### src/rtl/sar_ctl_pkg.sv
package sar_ctl_pkg;
    typedef enum logic [2:0] {
        ST_OFF,
        ST_DUMMY,
        ST_WAKE,
        ST_READY,
        ST_CONV,
        ST_QUIET
    } ctl_state_e;
endpackage

### src/rtl/sar_edge_sync.sv
// Brings an asynchronous pin into the clk domain and flags its edges.
module sar_edge_sync #(
    parameter int   STAGES  = 2,
    parameter logic RST_VAL = 1'b1
) (
    input  logic clk,
    input  logic rst_n,
    input  logic din,
    output logic rise,
    output logic fall
);
    logic [STAGES-1:0] chain;
    logic              last;

    generate
        if (STAGES == 1) begin : g_single
            always_ff @(posedge clk or negedge rst_n) begin
                if (!rst_n) chain <= RST_VAL;
                else        chain <= din;
            end
        end else begin : g_multi
            always_ff @(posedge clk or negedge rst_n) begin
                if (!rst_n) chain <= {STAGES{RST_VAL}};
                else        chain <= {chain[STAGES-2:0], din};
            end
        end
    endgenerate

    always_ff @(posedge clk or negedge rst_n) begin
        if (!rst_n) last <= RST_VAL;
        else        last <= chain[STAGES-1];
    end

    assign rise = chain[STAGES-1] & ~last;
    assign fall = ~chain[STAGES-1] & last;
endmodule

### src/rtl/sar_approx.sv
// Successive-approximation register: one decision per step, MSB first.
module sar_approx #(
    parameter int W = 12
) (
    input  logic         clk,
    input  logic         rst_n,
    input  logic         start,
    input  logic         step,
    input  logic         cmp,
    output logic [W-1:0] code
);
    localparam logic [W-1:0] TOP_BIT = {1'b1, {(W-1){1'b0}}};

    logic [W-1:0] code_q;
    logic [W-1:0] probe_q;   // one-hot position under trial

    always_ff @(posedge clk or negedge rst_n) begin
        if (!rst_n) begin
            code_q  <= '0;
            probe_q <= '0;
        end else if (start) begin
            code_q  <= TOP_BIT;
            probe_q <= TOP_BIT;
        end else if (step && (probe_q != '0)) begin
            code_q  <= (code_q & ~probe_q) | (cmp ? probe_q : '0) | (probe_q >> 1);
            probe_q <= probe_q >> 1;
        end
    end

    assign code = code_q;
endmodule

### src/rtl/sar_wake_timer.sv
// Counts system-clock cycles from a start pulse up to LIMIT and then holds.
module sar_wake_timer #(
    parameter int LIMIT = 200
) (
    input  logic clk,
    input  logic rst_n,
    input  logic start,
    output logic expired
);
    localparam int            CW  = $clog2(LIMIT + 1);
    localparam logic [CW-1:0] LIM = CW'(LIMIT);

    logic [CW-1:0] cnt;

    always_ff @(posedge clk or negedge rst_n) begin
        if (!rst_n)           cnt <= '0;
        else if (start)       cnt <= '0;
        else if (cnt != LIM)  cnt <= cnt + 1'b1;
    end

    assign expired = (cnt == LIM);
endmodule

### src/rtl/sar_serial_ctrl.sv
module sar_serial_ctrl #(
    parameter int DATA_W      = 12,
    parameter int LEAD_ZEROS  = 4,
    parameter int PD_FIRST    = 2,
    parameter int PD_LAST     = 9,
    parameter int ACQ_EDGE    = 13,
    parameter int SYNC_STAGES = 2,
    parameter int CLK_HZ      = 200_000_000,
    parameter int WAKE_US     = 1
) (
    input  logic              clk,
    input  logic              rst_n,
    input  logic              cs_n,
    input  logic              sclk,
    input  logic              cmp_in,
    output logic [DATA_W-1:0] dac_code,
    output logic              track,
    output logic              sdo,
    output logic              sdo_oe,
    output logic              pd_flag,
    output logic              frame_valid
);
    import sar_ctl_pkg::*;

    localparam int FRAME_LEN = LEAD_ZEROS + DATA_W;
    localparam int CNT_W     = $clog2(FRAME_LEN + 1);
    localparam int WAKE_CYC  = (CLK_HZ / 1_000_000) * WAKE_US;

    localparam logic [CNT_W-1:0] C_PD_FIRST  = CNT_W'(PD_FIRST);
    localparam logic [CNT_W-1:0] C_PD_LAST   = CNT_W'(PD_LAST);
    localparam logic [CNT_W-1:0] C_WAKE_EDGE = CNT_W'(PD_LAST + 1);
    localparam logic [CNT_W-1:0] C_ACQ       = CNT_W'(ACQ_EDGE);
    localparam logic [CNT_W-1:0] C_DEC_FROM  = CNT_W'(LEAD_ZEROS - 1);
    localparam logic [CNT_W-1:0] C_DEC_TO    = CNT_W'(FRAME_LEN - 2);
    localparam logic [CNT_W-1:0] C_LAST_BIT  = CNT_W'(FRAME_LEN - 1);
    localparam logic [CNT_W-1:0] C_SAT       = '1;

    logic cs_rise, cs_fall, sclk_rise, sclk_fall;
    logic wake_done, sar_start, sar_step;
    logic [CNT_W-1:0] edge_cnt;
    logic in_pd_window;
    ctl_state_e state, state_nx;

    sar_edge_sync #(.STAGES(SYNC_STAGES), .RST_VAL(1'b1)) u_cs_sync (
        .clk(clk), .rst_n(rst_n), .din(cs_n), .rise(cs_rise), .fall(cs_fall)
    );

    sar_edge_sync #(.STAGES(SYNC_STAGES), .RST_VAL(1'b1)) u_sclk_sync (
        .clk(clk), .rst_n(rst_n), .din(sclk), .rise(sclk_rise), .fall(sclk_fall)
    );

    sar_wake_timer #(.LIMIT(WAKE_CYC)) u_wake (
        .clk(clk), .rst_n(rst_n), .start(sar_start_pd()), .expired(wake_done)
    );

    function automatic logic sar_start_pd();
        return (state == ST_OFF) && cs_fall;
    endfunction

    assign in_pd_window = (edge_cnt >= C_PD_FIRST) && (edge_cnt <= C_PD_LAST);
    assign sar_start    = (state == ST_READY) && cs_fall;
    assign sar_step     = (state == ST_CONV) && sclk_fall && !cs_rise &&
                          (edge_cnt >= C_DEC_FROM) && (edge_cnt <= C_DEC_TO);

    sar_approx #(.W(DATA_W)) u_sar (
        .clk(clk), .rst_n(rst_n), .start(sar_start), .step(sar_step),
        .cmp(cmp_in), .code(dac_code)
    );

    // State register
    always_ff @(posedge clk or negedge rst_n) begin
        if (!rst_n) state <= ST_OFF;
        else        state <= state_nx;
    end

    // Next-state decode; a select edge wins over a clock edge in the same cycle
    always_comb begin
        state_nx = state;
        unique case (state)
            ST_OFF:   if (cs_fall) state_nx = ST_DUMMY;
            ST_DUMMY: if (cs_rise) begin
                          if (edge_cnt < C_WAKE_EDGE) state_nx = ST_OFF;
                          else if (wake_done)         state_nx = ST_READY;
                          else                        state_nx = ST_WAKE;
                      end
            ST_WAKE:  if (cs_fall)        state_nx = ST_DUMMY;
                      else if (wake_done) state_nx = ST_READY;
            ST_READY: if (cs_fall) state_nx = ST_CONV;
            ST_CONV:  if (cs_rise)  state_nx = in_pd_window ? ST_OFF : ST_READY;
                      else if (sclk_fall && (edge_cnt == C_LAST_BIT)) state_nx = ST_QUIET;
            ST_QUIET: if (cs_rise) state_nx = ST_READY;
            default:  state_nx = ST_OFF;
        endcase
    end

    // Edge counter: falling serial-clock edges since the select fell
    always_ff @(posedge clk or negedge rst_n) begin
        if (!rst_n)
            edge_cnt <= '0;
        else if (cs_fall)
            edge_cnt <= '0;
        else if (sclk_fall && (edge_cnt != C_SAT) &&
                 (state == ST_CONV || state == ST_DUMMY || state == ST_QUIET))
            edge_cnt <= edge_cnt + 1'b1;
    end

    // Registered outputs
    always_ff @(posedge clk or negedge rst_n) begin
        if (!rst_n) begin
            track       <= 1'b0;
            sdo         <= 1'b0;
            sdo_oe      <= 1'b0;
            frame_valid <= 1'b0;
        end else begin
            unique case (state)
                ST_OFF: begin
                    track  <= 1'b0;
                    sdo_oe <= 1'b0;
                    if (cs_fall) frame_valid <= 1'b0;
                end
                ST_DUMMY: begin
                    sdo_oe <= 1'b0;
                    track  <= cs_rise && (edge_cnt >= C_WAKE_EDGE) && wake_done;
                end
                ST_WAKE: begin
                    sdo_oe <= 1'b0;
                    if (cs_fall) begin
                        frame_valid <= 1'b0;
                        track       <= 1'b0;
                    end else if (wake_done) begin
                        track <= 1'b1;
                    end
                end
                ST_READY: begin
                    if (cs_fall) begin
                        frame_valid <= track;
                        track       <= 1'b0;
                        sdo         <= 1'b0;
                        sdo_oe      <= 1'b1;
                    end
                end
                ST_CONV: begin
                    if (cs_rise) begin
                        sdo_oe <= 1'b0;
                        if (in_pd_window) track <= 1'b0;
                    end else if (sclk_fall) begin
                        if (edge_cnt == C_LAST_BIT)      sdo_oe <= 1'b0;
                        else if (edge_cnt >= C_DEC_FROM) sdo    <= cmp_in;
                        else                             sdo    <= 1'b0;
                    end else if (sclk_rise && (edge_cnt >= C_ACQ)) begin
                        track <= 1'b1;
                    end
                end
                ST_QUIET: begin
                    sdo_oe <= 1'b0;
                    if (sclk_rise && (edge_cnt >= C_ACQ)) track <= 1'b1;
                end
                default: begin
                    track  <= 1'b0;
                    sdo_oe <= 1'b0;
                end
            endcase
        end
    end

    // Combinational status output
    always_comb begin
        pd_flag = (state == ST_OFF) || (state == ST_DUMMY) || (state == ST_WAKE);
    end
endmodule

### config.mk
export PLATFORM = sky130hd
export DESIGN_NAME = sar_serial_ctrl
export DESIGN_NICKNAME = d
export VERILOG_FILES = /design/src/rtl/sar_ctl_pkg.sv /design/src/rtl/sar_edge_sync.sv /design/src/rtl/sar_approx.sv /design/src/rtl/sar_wake_timer.sv /design/src/rtl/sar_serial_ctrl.sv
export SDC_FILE = /design/constraint.sdc
export NUM_CORES = 1
export LEC_CHECK = 0
export ABC_CLOCK_PERIOD_IN_PS = 4400
export BUFFER_PORTS_ARGS = -buffer_cell sky130_fd_sc_hd__buf_2
export CAP_MARGIN = 20
export CORE_ASPECT_RATIO = 0.75
export CORE_MARGIN = 2
export CORE_UTILIZATION = 60
export DETAILED_ROUTE_END_ITERATION = 12
export GPL_TIMING_DRIVEN = 0
export PLACE_DENSITY = 0.8
export SETUP_SLACK_MARGIN = 0.02
export SYNTH_ARGS = -nofsm -noshare
export SYNTH_HDL_FRONTEND = slang
export SYNTH_SLANG_ARGS = --single-unit
### constraint.sdc
create_clock -name clk -period 4.4 [get_ports clk]
set_input_delay 0.22 -clock clk [delete_from_list [all_inputs] [get_ports clk]]
set_output_delay 0.22 -clock clk [all_outputs]
set_load 0.03 [all_outputs]
After elaboration in Yosys (flattened, before gate mapping)

Index checks and enable logic that the tools add are counted.

Add/sub/neg operators: 2
Equal/unequal tests: 23
Reductions and logical operators: 32
Order comparisons: 7
Bitwise operators: 12
Muxes and demuxes: 41

Operators by type and width:

| kind                | number |
|---|---|
| $mux 12             | 5 |
| $mux 3              | 8 |
| $ne 3x3->1 const B  | 6 |
| $pmux 3 s6          | 1 |
| $mux 1              | 17 |
| $mux 8              | 2 |
| $logic_and 1x1->1   | 14 |
| $ne 2x2->1 const B  | 7 |
| $and 12x12->12      | 1 |
| $not 12->12         | 1 |
| $or 12x11->12       | 1 |
| $or 12x12->12       | 1 |
| $reduce_bool 12->1  | 1 |
| $ge 5x2->1 const B  | 2 |
| $ge 5x4->1 const B  | 2 |
| $le 5x4->1 const B  | 2 |
| $mux 5              | 2 |
| $reduce_bool 2->1   | 5 |
| $add 8x1->8 const B | 1 |
| $eq 8x8->1 const B  | 1 |
| $ne 8x8->1 const B  | 1 |
| $eq 3x2->1 const B  | 2 |
| $eq 3x3->1 const B  | 2 |
| $pmux 1 s2          | 3 |
| 18 further kinds    | 29 |

Output and inout port bits: 17
Word-level logic and storage cells: 130
Register bits after elaboration: 50

Depth between registers and ports, before layout

Word-level depth: 9
Gate-level depth with buffers: 8
Depth with buffers taken out: 7

Modules after synthesis

Synthesis repeated with hierarchy kept, for this count alone.

Cells, all modules: 260
Area total of the unflattened synthesis: 2,746.4 µm²

Modules (own cells, without submodules):

| module          | instances | area each (µm²) | cells each |
|---|---|---|---|
| sar_approx      | 1         | 1,193.6         | 101 |
| sar_serial_ctrl | 1         | 894.6           | 104 |
| sar_wake_timer  | 1         | 470.5           | 45 |
| sar_edge_sync   | 2         | 93.8            | 5 |

Worst setup path after synthesis

OpenSTA, ideal clock, no wires.

Path kind: flip-flop to flip-flop
Start point: register edge_cnt[0]
End point: register edge_cnt[3]
Arrival time: 1,816 ps
Cell stages (with the launch flop): 8
Library setup time: 130 ps
Setup slack: 2,455 ps
Data required time: 4,270 ps
Clock period less this slack: 1,945 ps
Path through: dfrtp_1 > ha_1 > and3_1 > ha_1 > nor4b_2 > nand4_1 > xor2_1 > nor2_1

Longest elaborated chain between the ends: 4
Elaborated cells between the ends (all ways): 7

Ends and longest elaborated chain:

| element                                             | RTL line               | text |
|---|---|---|
| start: declaration                                  | sar_serial_ctrl.sv:40  | `logic [CNT_W-1:0] edge_cnt;` |
| start signal: assignment                            | sar_serial_ctrl.sv:104 | `edge_cnt <= edge_cnt + 1'b1;` |
| branches (longest 4 deep; another with $add 5x1->5) | --                     |  |

Several ways; the timed one is not identified. The select of a mux whose other input is x is not followed.
A chain may end at the register's enable or synchronous reset.

Worst setup path in the final report

Same ends and word-level chain as after synthesis.

==> impl_results.md <==
* Clock period minus final worst setup slack at 2.27 ns
* Met2 global-route usage at 37.2%
* Count of mapped cells out of synthesis at 259
* Total Routing Usage GR at 24.6%
* Final-layout setup total negative slack at 0 ns
* Number of synthesis warnings at 0
* Hold EP: u_sar.code[11]$_DFFE_PN0P_
* TritonCTS sink count at 50
* Largest net degree at the start of global routing at 51
* Worst Reg2Reg Path Length in Cells at 7
* Final wirelength at 5.48 mm
* Peak ir drop on the vdd network at 335 uV
* MaxCap Viol Count at 0
* Inserted Clock Buffers at 5
* First-pass GRT wire length at 8.94 mm
* Total die area at 0.00485 mm^2
* Startpoint Class: register
* Routability congestion estimate at 0.826
* Hold path cells at 3
* RR Startpoint: edge_cnt[0]$_DFFE_PN0P_
* Synthesis-stage register bit count at 50
* Total power divided by cell area at 511 mW/mm^2
* M3 GR Usage at 6.40%
* Endpoints failing hold at 0
* FMAX at 441 MHz
* Synth cell types at 53
* Dominant combinational cell family by area after synthesis: compound AO/OA/AOI/OAI gates
* Vias in the first global route at 1867
* Fillers at 317
* Synth Area in XOR/XNOR at 3.05%
* Sequential fraction of the synthesis area at 48.7%
* Global-route track usage on met1 at 35.0%
* Primary flip-flop cell chosen by synthesis mapping: dfrtp_1
* Beginning of the worst hold path: cmp_in
* X dimension of the die at 79.8 um
* Critical Path RT at 4.58 ns
* Antenna diodes at 0
* Vias per cell at 6.08
* Number of flops mapped to enable cells by yosys at 0
* Net total in the final layout at 303
* Final slew viol count at 0
* Clock tree buffer depth at 2
* Post-synthesis area per instance at 9.97 um^2
* Ratio of cells with drive above 1 in the final layout at 18.2%
* Synthesized area at 0.00258 mm^2
* Synth-to-Final Area Change at 13.0%
* Maximum fanout along the worst path at 7
* Drc violations at 0
* Status: completed
* Most used routing layer in global routing: met2
* Vertical die dimension at 60.8 um
* First-pass iteration count of the detailed router at 4
* Number of placement rows at 20
* Count of boundary I/O pins at 22
* Worst-margin pin slew at 0.791 ns
* Number of buffers added on ports at 21
* Library cell used as clock root buffer: clkbuf_8
* Final routed wire length divided by cell count at 15.8 um
* Post-CTS setup buffer count at 0
* Clock tree from TritonCTS: built
* Unrepaired setup endpoints after global routing: false
* Estimated wirelength of the detail-placed design at 3.67 mm
* Proportion of synthesized flip-flops having asynchronous set or reset at 100%
* Placeable core region at 0.00410 mm^2
* Leakage dissipation at 1.34 nW
* Clock Latency Late Sink at 0.30 ns
* Adder and majority cell fraction of the synthesized area at 3.39%
* Post-route worst hold slack at 0.226 ns
* Detailed Route Iter0 Violations at 162
* Setup violations, final at 0
* Number of antenna violations at the first check in global routing at 0
* Worst-case headroom to the max-slew limit at 46.8%
* Simple-gate portion of the synthesized area at 19.5%
* Crit Reg-Reg Endpoint: edge_cnt[3]$_DFFE_PN0P_
* Post-Route Utilization at 71.1%
* Endpoint type of the worst setup path: register
* Fraction of the mapped netlist area in compound gates at 20.8%
* Layout Skew at 0.00469 ns
* Initial core utilization at 62.9%
* Class of the worst hold path: input pin to register
* Worst reg-to-reg setup slack at 2.13 ns
* Synth Net Count at 271
* Clock transition at the registers of the reported paths at 0.09 ns
* Multiplexer share of the synthesized area at 0.872%
* Deepest level of the CTS H-tree at 2
* Total number of vias at 2104
* Total overflow reported by the global router at 0
* Data arrival time at the worst-slack endpoint at 2.45 ns
* Share of the clock period used by the worst path at 51.6%
* Final antenna-violating net count at 0
* Kind of critical path: register to register
-- critical path, stage by stage, from the launching register on --
cell	delay (ns)
dfrtp_1	0.41
ha_1	0.24
and3_1	0.22
ha_1	0.21
nor4b_2	0.65
nand4_1	0.19
xor2_1	0.17
nor2_1	0.06
-- sequential cells by signal (all words and copies together) (netlist names), 2 cells and up --
| signal | flops |
|---|---|
| u_cs_sync.chain | 2 |
| state | 3 |
| u_sclk_sync.chain | 2 |
| u_sar.probe_q | 12 |
| edge_cnt | 5 |
| u_sar.code | 12 |
| u_wake.cnt | 8 |
-- cell usage in the layout (no fill, tap or decap), types with 4 or more instances in the layout --
master     n
a31oi_1    7
a21oi_1   21
xor2_1     6
inv_1     10
clkbuf_1  11
o221a_1    4
and3_1     5
nor2_1    31
a22o_1     5
dfrtp_1   44
o21ai_0   10
nand3_1    4
ha_1       7
buf_2     24
clkbuf_8   6
dfstp_2    6
nor2b_1    5
nand2_1   22
-- where the power goes --
part	switching, mW	internal (mW)	leakage (nW)	total [mW]
combinational	0.328	0.208	0.642	0.537
sequential	0.0808	0.546	0.640	0.627
clock	0.146	0.182	0.0573	0.328
total	0.555	0.936	1.34	1.49
-- worst max path at each step --
stage	from	endpoint	slack, ns	cells past startpoint
CTS	edge_cnt[0]$_DFFE_PN0P_	edge_cnt[3]$_DFFE_PN0P_	2.14	7
detailed placement	edge_cnt[0]$_DFFE_PN0P_	edge_cnt[3]$_DFFE_PN0P_	2.16	7
floorplan	edge_cnt[0]$_DFFE_PN0P_	edge_cnt[3]$_DFFE_PN0P_	2.45	7
finish	edge_cnt[0]$_DFFE_PN0P_	edge_cnt[3]$_DFFE_PN0P_	2.13	7
global route	edge_cnt[0]$_DFFE_PN0P_	edge_cnt[3]$_DFFE_PN0P_	1.97	7
global placement	edge_cnt[0]$_DFFE_PN0P_	edge_cnt[3]$_DFFE_PN0P_	2.20	7
-- cell usage after synthesis, drive strengths merged (2+ instances only) --
library cell  count  area, um^2
nand3             5        37.5
o31ai             2        15.0
nor3              4        31.3
or2               2        12.5
a41oi             3        26.3
a21oi            21         105
o221a             5        56.3
xnor2             3        26.3
a31oi             7        43.8
a211oi            3        22.5
nand4b            2        17.5
nor4              4        40.0
dfrtp            44        1100
o311ai            2        17.5
xor2              6        52.6
a22o              5        43.8
and3              5        31.3
clkbuf           11        41.3
buf               3        15.0
mux2              2        22.5
o21ai            11        58.8
nor3b             3        33.8
or3               2        12.5
o2bb2a            3        33.8
nand2b            3        18.8
inv              10        37.5
ha                7        87.6
nand2            22        82.6
o311a             2        20.0
nor2b             5        31.3
nor2             31         116
dfstp             6         158
-- metal layers --
metal | vias up | share of wire (%)
met2 | 65 | 47
li1 | 1001 | -
met3 | 2 | 7.0
met5 | - | 0
met1 | 1036 | 46
met4 | 0 | 0.42
-- metrics by stage --
step	power [mW]	setup WS (ns)	cell area [um^2]	cells
6_report	1.49	2.13	2920	346
3_5_place_dp	1.16	2.16	2760	335
4_1_cts	1.49	2.14	2890	344
2_1_floorplan	1.03	2.45	2580	259
5_1_grt	1.59	1.97	2920	346
3_3_place_gp	1.14	2.20	2760	335
-- logic make-up (layout without fill, tap and decap cells) --
kind of cell / count (synthesis) / in the layout
AOI/OAI and AO/OA: 75 / 75
xor gates and xnor gates: 9 / 9
adders and majority gates: 7 / 7
buffers and inverters: 24 / 56
DFF: 50 / 50
muxes: 2 / 2
and+or+nand+nor: 92 / 92
-- area by class of cell --
cell class / count / area (um^2) / share of cell area [%]
Tap cell: 55 / 68.8 / 2.36
Buffer: 14 / 56.3 / 1.93
Timing Repair Buffer: 25 / 155 / 5.32
Inverter: 10 / 37.5 / 1.29
Clock buffer: 6 / 82.6 / 2.83
Clock inverter: 1 / 30.0 / 1.03
Sequential cell: 50 / 1260 / 43.1
Multi-Input combinational cell: 185 / 1230 / 42.1
-- what timing repair did --
| item | 4_1_cts | 5_1_grt |
|---|---|---|
| hold buffers | 2 | 1 |
| gates resized for setup | 0 | 0 |
| hold endpoints to repair | 2 | 11 |
No activity file was read; power rests on OpenSTA's default activity.
